===== config.mk =====
export PLATFORM = sky130hd
export DESIGN_NAME = sys_timer_ctl
export DESIGN_NICKNAME = d
export VERILOG_FILES = /design/src/rtl/sys_tmr_pkg.sv /design/src/rtl/sys_tick_gen.sv /design/src/rtl/sys_count.sv /design/src/rtl/sys_mode_ctrl.sv /design/src/rtl/sys_timer_ctl.sv
export SDC_FILE = /design/constraint.sdc
export NUM_CORES = 1
export LEC_CHECK = 0
export CORE_UTILIZATION = 45
export CTS_CLUSTER_SIZE = 10
export DETAILED_ROUTE_END_ITERATION = 16
export DONT_BUFFER_PORTS = 1
export SLEW_MARGIN = 15
export SYNTH_ARGS = -nofsm -noshare
export SYNTH_HDL_FRONTEND = slang
export SYNTH_SLANG_ARGS = --single-unit
export TNS_END_PERCENT = 10

===== constraint.sdc =====
create_clock -name clk -period 6 [get_ports clk]
set_input_delay 0.6 -clock clk [delete_from_list [all_inputs] [get_ports clk]]
set_output_delay 0.6 -clock clk [all_outputs]
set_load 0.03 [all_outputs]

===== src/rtl/sys_tmr_pkg.sv =====
package sys_tmr_pkg;
  localparam int DATA_W    = 32;
  localparam int ADDR_W    = 5;
  localparam int FRAC_BITS = 9;
  localparam int CNT_W     = DATA_W - 1 - FRAC_BITS;

  localparam logic [2:0] IDX_LIMIT    = 3'd0;
  localparam logic [2:0] IDX_COUNT    = 3'd1;
  localparam logic [2:0] IDX_LIMIT_NR = 3'd2;
  localparam logic [2:0] IDX_MODE     = 3'd4;
endpackage


===== src/rtl/sys_tick_gen.sv =====
module sys_tick_gen #(
  parameter int TICK_CYCLES = 125
) (
  input  logic clk,
  input  logic rst,
  input  logic sync_clr,
  output logic tick
);
  localparam int PRE_W = (TICK_CYCLES > 1) ? $clog2(TICK_CYCLES) : 1;
  localparam logic [PRE_W-1:0] PRE_LAST = PRE_W'(TICK_CYCLES - 1);

  logic [PRE_W-1:0] pre;

  assign tick = (pre == PRE_LAST);

  always_ff @(posedge clk) begin
    if (rst || sync_clr || tick) pre <= '0;
    else                         pre <= pre + 1'b1;
  end
endmodule


===== src/rtl/sys_count.sv =====
module sys_count #(
  parameter int CNT_W = 22
) (
  input  logic             clk,
  input  logic             rst,
  input  logic             tick,
  input  logic             load_limit,
  input  logic [CNT_W-1:0] limit_in,
  input  logic             reset_count,
  input  logic             clear_reached,
  output logic [CNT_W-1:0] limit,
  output logic [CNT_W-1:0] count,
  output logic             reached,
  output logic             irq,
  output logic             wrap
);
  logic [CNT_W-1:0] limit_fix;

  assign limit_fix = (limit_in == '0) ? '1 : limit_in;
  assign wrap      = tick && !reset_count && (count >= limit - 1'b1);

  always_ff @(posedge clk) begin
    if (rst) begin
      limit   <= '1;
      count   <= '0;
      reached <= 1'b0;
      irq     <= 1'b0;
    end else begin
      if (load_limit) limit <= limit_fix;

      if (reset_count)  count <= '0;
      else if (wrap)    count <= '0;
      else if (tick)    count <= count + 1'b1;

      if (wrap)                              reached <= 1'b1;
      else if (clear_reached || reset_count) reached <= 1'b0;

      if (wrap)                              irq <= 1'b1;
      else if (clear_reached || reset_count) irq <= 1'b0;
    end
  end
endmodule


===== src/rtl/sys_mode_ctrl.sv =====
module sys_mode_ctrl #(
  parameter int NCPU = 4
) (
  input  logic            clk,
  input  logic            rst,
  input  logic            wr,
  input  logic [NCPU-1:0] wbits,
  output logic [NCPU-1:0] mode,
  output logic [NCPU-1:0] restart,
  output logic [NCPU-1:0] irq_clear
);
  for (genvar i = 0; i < NCPU; i++) begin : g_cpu
    always_ff @(posedge clk) begin
      if (rst) begin
        mode[i]      <= 1'b0;
        restart[i]   <= 1'b0;
        irq_clear[i] <= 1'b0;
      end else begin
        restart[i]   <= wr && (wbits[i] != mode[i]);
        irq_clear[i] <= wr && wbits[i];
        if (wr) mode[i] <= wbits[i];
      end
    end
  end
endmodule


===== src/rtl/sys_timer_ctl.sv =====
module sys_timer_ctl
  import sys_tmr_pkg::*;
#(
  parameter int NCPU        = 4,
  parameter int TICK_CYCLES = 125
) (
  input  logic              clk,
  input  logic              rst,
  input  logic              wr_en,
  input  logic              rd_en,
  input  logic [ADDR_W-1:0] addr,
  input  logic [DATA_W-1:0] wdata,
  output logic [DATA_W-1:0] rdata,
  output logic              irq,
  output logic [NCPU-1:0]   cpu_user_mode,
  output logic [NCPU-1:0]   cpu_restart,
  output logic [NCPU-1:0]   cpu_irq_clear
);
  logic [2:0]        reg_idx;
  logic              wr_lim_rst, wr_lim_run, wr_mode, rd_lim;
  logic              tick, wrap, reached;
  logic [CNT_W-1:0]  limit, count;
  logic [DATA_W-1:0] rd_next;
  logic              unused_bits;

  assign reg_idx    = addr[ADDR_W-1:2];
  assign wr_lim_rst = wr_en && (reg_idx == IDX_LIMIT);
  assign wr_lim_run = wr_en && (reg_idx == IDX_LIMIT_NR);
  assign wr_mode    = wr_en && (reg_idx == IDX_MODE);
  assign rd_lim     = rd_en && (reg_idx == IDX_LIMIT);
  assign unused_bits = ^{wdata[DATA_W-1], wdata[FRAC_BITS-1:0], addr[1:0]};

  sys_tick_gen #(.TICK_CYCLES(TICK_CYCLES)) u_tick (
    .clk      (clk),
    .rst      (rst),
    .sync_clr (wr_lim_rst),
    .tick     (tick)
  );

  sys_count #(.CNT_W(CNT_W)) u_count (
    .clk           (clk),
    .rst           (rst),
    .tick          (tick),
    .load_limit    (wr_lim_rst || wr_lim_run),
    .limit_in      (wdata[DATA_W-2:FRAC_BITS]),
    .reset_count   (wr_lim_rst),
    .clear_reached (rd_lim),
    .limit         (limit),
    .count         (count),
    .reached       (reached),
    .irq           (irq),
    .wrap          (wrap)
  );

  sys_mode_ctrl #(.NCPU(NCPU)) u_mode (
    .clk       (clk),
    .rst       (rst),
    .wr        (wr_mode),
    .wbits     (wdata[NCPU-1:0]),
    .mode      (cpu_user_mode),
    .restart   (cpu_restart),
    .irq_clear (cpu_irq_clear)
  );

  always_comb begin
    case (reg_idx)
      IDX_LIMIT, IDX_LIMIT_NR: rd_next = {1'b0, limit, {FRAC_BITS{1'b0}}};
      IDX_COUNT:               rd_next = {reached, count, {FRAC_BITS{1'b0}}};
      IDX_MODE:                rd_next = DATA_W'(cpu_user_mode);
      default:                 rd_next = '0;
    endcase
  end

  always_ff @(posedge clk) begin
    if (rst)        rdata <= '0;
    else if (rd_en) rdata <= rd_next;
  end
endmodule


**Yosys cells after proc, flatten, opt, wreduce, memory -nomap -nowiden**

Index checks and enable logic that the tools add are counted.

- Input bits: 41
- Register bits: 96
- Bits in writable memories: 0
- Word-level logic and storage cells: 57
- Memories: 0
- Bits in read-only memories: 0
- Output and inout bits: 45
- Bits in latches: 0

- Muxes and demuxes: 4
- Div/mod/pow operators: 0
- Reduce and logical (&&, ||, !) cells: 24
- Bitwise gates (word level): 0
- Add/subtract/negate cells: 3
- Equal/unequal tests: 8
- Order comparisons: 1
- Multipliers: 0
- Shift-type cells: 0

Operator list:

| operator | count |
|---|---|
| $pmux W32 S3 | 1 |
| $add A22 B1 Y22 const B | 1 |
| $ge A22 B22 Y1 | 1 |
| $logic_not A22 Y1 | 1 |
| $mux W22 | 1 |
| $sub A22 B1 Y22 const B | 1 |
| $logic_and A1 B1 Y1 | 14 |
| $add A7 B1 Y7 const B | 1 |
| $eq A7 B7 Y1 const B | 1 |
| $logic_or A1 B1 Y1 | 4 |
| $ne A1 B1 Y1 | 4 |
| $eq A3 B1 Y1 const B | 1 |
| $eq A3 B2 Y1 const B | 1 |
| $eq A3 B3 Y1 const B | 1 |
| $logic_not A3 Y1 | 1 |
| $reduce_or A3 Y1 | 1 |
| $mux W1 | 2 |
| $reduce_bool A2 Y1 | 1 |
| $reduce_or A2 Y1 | 1 |
| $logic_not A1 Y1 | 1 |

**Longest topological paths before layout**

Gate-level depths: netlist of the first run.

- Word-level depth: 6
- Depth in mapped cells: 15
- Gate-level depth less buffers: 14

**Modules after synthesis**

A second synthesis of the first run with hierarchy kept.

- Cells, all modules: 540
- Area total of the unflattened synthesis: 5017.3 um^2

By module, submodules not included:

| module | area an instance (um^2) | cells each | instances | seq. area each (um^2) |
|---|---|---|---|---|
| sys_count | 2755.1 | 313 | 1 | 900.9 |
| sys_timer_ctl | 1536.5 | 156 | 1 | 540.5 |
| sys_mode_ctrl | 409.1 | 35 | 1 | 240.2 |
| sys_tick_gen | 316.6 | 36 | 1 | 140.1 |

**Least setup slack after synthesis of the first run**

No wires, ideal clock.

- Kind: register to register
- Start point: reg u_count.limit[2]
- End point: reg u_count.count[15]
- Required time: 5866 ps
- Setup slack: 2784 ps
- Path buffers: 1
- Data arrival time: 3082 ps
- Period minus slack after synthesis: 3216 ps
- Setup time: 134 ps
- Stages on the path, launching flop included: 15
- Path through: dfxtp_1 -> nor4_2 -> nand3_1 -> or3_1 -> nand2b_4 -> nor2_1 -> xnor2_1 -> ha_1 -> nand4_1 -> nor4_1 -> a22o_1 -> a311oi_2 -> a21oi_1 -> buf_2 -> nor3_1

- Word-level cells in the longest chain between the ends: 4

RTL lines:

| item | RTL line | source |
|---|---|---|
| from (decl) | sys_count.sv:11 | `output logic [CNT_W-1:0] limit,` |
| from (signal assigned) | sys_count.sv:29 | `if (load_limit) limit <= limit_fix;` |
| $sub A22 B1 Y22 | sys_count.sv:20 | `assign wrap = tick && !reset_count && (count >= limit - 1'b1);` |
| $ge A22 B22 Y1 | sys_count.sv:20 |  |
| $logic_and A1 B1 Y1 | sys_count.sv:20 |  |
| $reduce_or A3 Y1 (no line) | - |  |
| to (signal assigned) | sys_count.sv:33 | `else if (tick) count <= count + 1'b1;` |
| to (decl) | sys_count.sv:12 | `output logic [CNT_W-1:0] count,` |

Every way passes these cells.
A chain may end at the register's enable or synchronous reset.

**Worst setup path in the final report of the first run**

- Start point: reg u_count.limit[2]
- End point: reg u_count.count[11]

The elaborated chain is that of the path after synthesis.

==> results.tsv, run 1 <==
stage	metric	value	unit
outcome	status	completed	
pwr	VDD IR max	0.142	mV
sta	Final Cycle Share	68.4	%
synth	cell taking the most area after synthesis	dfxtp_1	
clock_network	CTS tree	done	
worst_setup_path	slack of the worst reg-to-reg path	1.89	ns
synth	Seq/Total Area, Yosys	37.7	%
pwr	Reg power frac	52.2	%
pwr	pwr dens	239	nW/um^2
synth	synthesized area	4840	sq um
grt	first-pass GRT wire length	18100	um
synth	post-synth cell types	49	
sta	Final Skew	0.00954	ns
grt	vias in the first global route	3636	
synth	syn avg cell area	8.42	sq um
grt	GR Overflow Total	0	
clock_network	CTS resizes	0	
routing	wire length on met3	741	um
synth	async set-reset flop share out of synthesis	0	%
placed_design	DPL Wire Length	7820	um
floorplan	DIE HEIGHT	106	um
clock_network	Clock Path Buffers	2	
sta	endpoints failing hold	0	
hold_path	Hold Crit Depth	1	
worst_setup_path	Largest stage delay, worst path	0.53	ns
hold_path	hold path endpoint	rdata[12]$_SDFFE_PP0P_	
routing	met2 wire length	4830	um
floorplan	Core ar.	10400	sq um
worst_setup_path	Worst Reg-to-Reg Cells	14	
hold_path	Hold Startpoint	rst	
synth	top cell type's share of synthesized area	37.7	%
routing	via/cell ratio	5.42	
run	Max Cap Violations	0	
sta	# setup viols final	0	
sta	post-route minimum period	4.11	ns
worst_setup_path	worst path cell trace	nor4_2 > nand3_1 > nor2_1 > nand3_1 > nor4_1 > xnor2_1 > ha_1 > nand4_1 > nor4_1 > a22o_1 > a311oi_2 > a21oi_1 > buf_4 > nor3_1	
grt	initial antenna violation count	0	
worst_setup_path	CP Class	flip-flop to flip-flop	
floorplan	Die W	106	um
synth	Post-Synthesis Cells	574	
clock_network	post-CTS setup buffers	0	
grt	GRT Util Overall	20.5	%
pwr	combinational cell fraction of total power	5.4	%
worst_setup_path	RR Endpoint	u_count.count[11]$_SDFFE_PP0P_	
pwr	switching share of power	22.4	%
pwr	P_sw	0.276	mW
pwr	LEAKAGE	2.06	nW
routing	Starting DRT DRC Count	200	
sta	Pins Over Slew Limit	0	
routing	DRC violations left	0	
sta	Slew @ Worst Pin	1.07	ns
worst_setup_path	reg2reg start	u_count.limit[2]$_SDFFE_PP1P_	
floorplan	DIE AREA	11200	sq um
synth	Ys Warns	0	
placed_design	area post-placement	4910	sq um
sta	worst slack on hold paths	0.302	ns
worst_setup_path	critical path fanouts, max	14	
clock_network	Root Driver	clkbuf_8	
sta	setup_tns	0	ns
worst_setup_path	CP required	6.24	ns
floorplan	Initial Utilization	46.6	%
worst_setup_path	slowest stage cell, crit path	a21oi_1	
worst_setup_path	CP Capture Type	flip-flop	
finish	Post-Layout Inst Area	5170	sq um
synth	#FFs+latches synth	91	
grt	maximum number of pins on one net before global-route repair	57	
finish	Non-Filler Instances	701	
placed_design	GPL Wtd Cong	0.825	
clock_network	Worst-Skew Late Latency	0.37	ns
sta	unrepaired setup endpoints after global routing	false	
finish	Layout area overhead	6.86	%
hold_path	Worst Hold Class	primary input to flip-flop	
finish	layout cells sized above 1	6.90	%
synth	main area contributors after synthesis	dfxtp_1 38%, xnor2_1 6.9%, ha_1 6.7%, nor2_1 4.6%, a21oi_1 4.0%	
synth	number of synthesized flops with an enable pin	0	
finish	nets	627	
finish	diodes inserted	0	
worst_setup_path	Critical Path Start Type	flip-flop	
routing	post-DR wirelength/cell	15.5	um
clock_network	clk slew on worst S/H paths	0.09	ns
placed_design	port buffer count	0	
routing	drt pass-1 iters	4	
sta	Fmax	244	MHz
finish	Fillers	996	
routing	Final ANT Viol Nets	0	
clock_network	H-tree levels	3	
pwr	Internal	0.958	mW
floorplan	row count	37	
routing	top sig layer	met4	
routing	via count	3801	
clock_network	Num CTS Buffers	9	
routing	routed wire length	10800	um
placed_design	placed cells	685	
floorplan	IO Count	86	
routing	Post-Route M1 WL	5160	um
pwr	Clk pwr share	42.4	%
worst_setup_path	CP Data Arrival Time	4.34	ns
sta	Slew HR	28.6	%
clock_network	Clock Sinks	91	
synth	ys flop type	dfxtp_1	
clock_network	CTS Hold Bufs	0	
-- logic make-up (layout without fill, tap and decap cells) --
group,count (synthesis),after routing,synth area share (%)
AO/OA/AOI/OAI,99,99,11.9
XOR/XNOR,48,48,8.69
adder cells (fa/ha/maj),26,26,6.73
buffers and inverters,60,47,5.15
flip-flops,91,91,37.7
multiplexers,4,4,0.828
other,1,5,0.0775
AND/OR/NAND/NOR,245,245,29.0
-- layout make-up --
class                           count  area [sq um]  area share (%)
Sequential cell                    91          1820            35.3
Inverter                           28           105            2.03
Clock buffer                       12           165            3.20
Multi-Input combinational cell    427          2790            53.9
Timing Repair Buffer                3          22.5           0.436
Clock inverter                      4          95.1            1.84
Tap cell                          136           170            3.29
-- synth_stat cells, drive strengths merged, types with 4 or more instances --
| cell | instances |
|---|---|
| a21oi | 39 |
| and2 | 7 |
| and3 | 7 |
| buf | 10 |
| clkbuf | 22 |
| dfxtp | 91 |
| ha | 26 |
| inv | 28 |
| mux2i | 4 |
| nand2 | 20 |
| nand2b | 28 |
| nand3 | 12 |
| nand3b | 22 |
| nand4 | 14 |
| nor2 | 59 |
| nor2b | 29 |
| nor3 | 27 |
| nor4 | 11 |
| o21ai | 26 |
| o22ai | 22 |
| xnor2 | 38 |
| xor2 | 10 |
-- registers in the layout, indices dropped and copies added (netlist names) --
name,flops
rdata,27
u_count.count,22
u_count.limit,22
u_count.reached,1
u_mode.irq_clear,4
u_mode.mode,4
u_mode.restart,4
u_tick.pre,7
-- cells in the final DEF, fill, tap and decap left out, types with 2 or more instances in the layout --
master      n
dfxtp_1    91
nor2_1     59
a21oi_1    39
xnor2_1    38
inv_1      28
nor2b_1    28
nand2b_1   27
ha_1       26
o21ai_0    25
nor3_1     23
o22ai_1    22
nand3b_1   22
nand2_1    20
nand4_1    13
clkbuf_8   12
nand3_1    11
xor2_1     10
nor4_1      9
and3_1      7
and2_1      7
conb_1      5
nor3_2      4
mux2i_1     4
a21o_1      3
bufinv_16   3
buf_4       3
or2_2       2
-- worst max-delay path, delay by kind of cell, from the launching register on --
family	cells	cell delay (ns)
AO/OA/AOI/OAI	3	0.81
XOR/XNOR	1	0.13
adder cells (fa/ha/maj)	1	0.31
buffers and inverters	1	0.31
flip-flops	1	0.39
AND/OR/NAND/NOR	8	2.01
-- metal layers --
metal | vias to the layer above | track usage (%)
met3 | 5 | 5.69
met2 | 109 | 31.8
met4 | 0 | 8.04
met5 | - | 0
met1 | 1755 | 26.8
li1 | 1932 | -
-- stage by stage --
stage	worst slack, ns	utilization, %	power, mW
3_3_place_gp	1.99	47.3	0.723
4_1_cts	1.86	49.8	1.25
2_1_floorplan	2.78	-	0.724
5_1_grt	1.49	49.8	1.29
3_5_place_dp	1.89	47.3	0.726
6_report	1.89	49.8	1.23
-- power groups by stage --
stage                     combinational, mW  sequential [mW]  clock (mW)
final                                0.0670            0.644       0.523
after global routing                 0.0760            0.647       0.564
after CTS                            0.0677            0.644       0.534
after detailed placement             0.0673            0.658           0
after global placement               0.0654            0.658           0
after floorplan                      0.0699            0.655           0
-- how the worst max path moves through the flow --
stage | from | endpoint | slack (ns) | cells past startpoint
2_1_floorplan | u_count.limit[2]$_SDFFE_PP1P_ | u_count.count[15]$_SDFFE_PP0P_ | 2.78 | 14
3_3_place_gp | u_count.limit[2]$_SDFFE_PP1P_ | u_count.count[10]$_SDFFE_PP0P_ | 1.99 | 14
3_5_place_dp | u_count.limit[2]$_SDFFE_PP1P_ | u_count.count[13]$_SDFFE_PP0P_ | 1.89 | 14
4_1_cts | u_count.limit[2]$_SDFFE_PP1P_ | u_count.count[11]$_SDFFE_PP0P_ | 1.86 | 14
5_1_grt | u_count.limit[2]$_SDFFE_PP1P_ | u_count.count[10]$_SDFFE_PP0P_ | 1.49 | 14
6_report | u_count.limit[2]$_SDFFE_PP1P_ | u_count.count[11]$_SDFFE_PP0P_ | 1.89 | 14
Note: power is estimated with default switching activity, not from simulation.
==> run 2: changes to the inputs <==
Clock period 6 ns to 3.43 ns, I/O delays scaled along.
==> run 2 against run 1 <==
Sequential power up 75%. Clock power increased by 41%. Final cell count up 2.3%. Via count increased by 2.8%. Worst setup slack worse by 1.7 ns. Sequential cell count unchanged. Sequential share of layout area shrank 1.4 points. Critical endpoint is now u_count.reached$_SDFFE_PP0P_. Combinational power up 84%. Fmax grew 25%. Die area unchanged. Register-to-register slack got worse by 1.7 ns. Highest routed layer unchanged.
==> results.tsv, run 2 (synthesis results as in run 1) <==
stage	metric	value	unit
pwr	VDD IR max	0.174	mV
grt	vias in the first global route	3800	
floorplan	Initial Utilization	46.6	%
finish	max reg flops	27	
placed_design	port buffer count	0	
finish	Biggest register	rdata	
routing	via count	3906	
grt	GR Overflow Total	0	
worst_setup_path	Critical Path Start Type	flip-flop	
routing	post-DR wirelength/cell	15.5	um
worst_setup_path	slack of the worst reg-to-reg path	0.15	ns
finish	Final Core Density	52.0	%
routing	drt pass-1 iters	4	
finish	layout cells sized above 1	11.4	%
floorplan	Core ar.	10400	sq um
worst_setup_path	CP Data Arrival Time	3.55	ns
sta	endpoints failing hold	0	
worst_setup_path	CP required	3.70	ns
sta	Final Cycle Share	95.6	%
routing	routed wire length	11100	um
placed_design	GPL Wtd Cong	0.857	
placed_design	area post-placement	5030	sq um
sta	Final Skew	0.00721	ns
worst_setup_path	CP Class	flip-flop to flip-flop	
clock_network	Root Driver	clkbuf_8	
floorplan	row count	37	
finish	Layout area overhead	11.5	%
pwr	overall power	1.99	mW
clock_network	CTS Hold Bufs	0	
clock_network	Clock Path Buffers	2	
floorplan	DIE AREA	11200	sq um
floorplan	IO Count	86	
sta	Slew HR	63.3	%
clock_network	H-tree levels	3	
routing	via/cell ratio	5.45	
clock_network	Num CTS Buffers	9	
sta	Pins Over Slew Limit	0	
sta	Slew @ Worst Pin	0.549	ns
grt	GRT Util Overall	20.5	%
grt	maximum number of pins on one net before global-route repair	57	
clock_network	Clock Sinks	91	
floorplan	Die W	106	um
run	Max Cap Violations	0	
grt	initial antenna violation count	0	
placed_design	setup slack at placement	-0.0694	ns
sta	post-route minimum period	3.28	ns
routing	Final ANT Viol Nets	0	
placed_design	DPL Wire Length	7940	um
sta	Fmax	305	MHz
finish	nets	644	
finish	Fillers	999	
routing	DRC violations left	0	
worst_setup_path	CP Capture Type	flip-flop	
routing	Starting DRT DRC Count	165	
finish	register area	1820	sq um
clock_network	clk slew on worst S/H paths	0.09	ns
finish	Largest regs	rdata: 27 flops, u_count.count: 22 flops, u_count.limit: 22 flops	
finish	Post-Layout Inst Area	5390	sq um
clock_network	CTS tree	done	
finish	commonest non-fill, non-tap cell in the layout	dfxtp_1	
clock_network	Worst-Skew Late Latency	0.36	ns
pwr	LEAKAGE	2.18	nW
sta	# setup viols final	0	
grt	first-pass GRT wire length	18300	um
hold_path	Worst Hold Class	primary input to flip-flop	
finish	commonest cells after routing, fill and taps aside	90 x dfxtp_1, 58 x nor2_1, 38 x a21oi_1	
floorplan	DIE HEIGHT	106	um
outcome	status	completed	
pwr	pwr dens	369	nW/um^2
sta	unrepaired setup endpoints after global routing	true	
sta	fin worst setup slack	0.150	ns
finish	diodes inserted	0	
finish	area of the multi-input gates	2910	sq um
worst_setup_path	critical path fanouts, max	7	
[run 2: per-layer routing]
layer  vias up  wire length, um  track usage [%]  part of all wire, %
met5         -                0                0                    0
met4         0              116             5.06                  1.0
met3        10              732             6.12                  6.6
met2        95             5030             33.2                   45
met1      1831             5260             26.6                   47
li1       1970                -                -                    -
[run 2: final cells by class]
type                            count  share of cell area, %
Clock buffer                       13                   2.95
Timing Repair Buffer               20                   3.48
Multi-Input combinational cell    427                   54.0
Sequential cell                    91                   33.8
Clock inverter                      2                  0.650
Inverter                           28                   1.95
Tap cell                          136                   3.16
[run 2: final timing paths]
path,to,cells after the start,start
setup reg to reg,u_count.reached$_SDFFE_PP0P_,14,u_count.limit[5]$_SDFFE_PP1P_
hold reg to reg,u_tick.pre[0]$_SDFF_PP0_,1,u_tick.pre[0]$_SDFF_PP0_
setup / recovery,u_count.reached$_SDFFE_PP0P_,14,u_count.limit[5]$_SDFFE_PP1P_
hold / removal,rdata[20]$_SDFFE_PP0P_,1,rst
[run 2: where the power goes]
part | leakage, nW | switching [mW] | internal [mW] | total (mW)
Clock | 0.0995 | 0.367 | 0.373 | 0.740
Combinational | 1.34 | 0.0652 | 0.0574 | 0.123
Sequential | 0.738 | 0.0476 | 1.08 | 1.13
Total | 2.18 | 0.480 | 1.51 | 1.99
[run 2: timing repair]
item | 4_1_cts | 5_1_grt
setup buffers | 0 | 1
gates resized for setup | 2 | 21
gates cloned | 0 | 1
endpoints found under the setup margin | 20 | 23
pin swaps | 0 | 20
[run 2: per-stage QoR]
stage               TNS (ns)  std cells  hold slack (ns)
floorplan                  0        578            0.430
finish                     0        717           0.0404
global placement      -0.151        700            0.419
CTS                        0        715           0.0263
global route          -0.250        717           0.0207
detailed placement    -0.942        700            0.421
[run 2: worst max-delay path: stages, from the launching register on]
cell and delay (ns):
dfxtp_2 0.34, nor4_4 0.37, nand3_2 0.15, or3_4 0.36
nand2b_4 0.17, nor3_2 0.13, xnor2_1 0.15, ha_1 0.25
nand4_1 0.16, nor2_1 0.07, a22o_1 0.24, a311oi_4 0.29
a21oi_4 0.13, clkbuf_16 0.19, o21ba_4 0.18
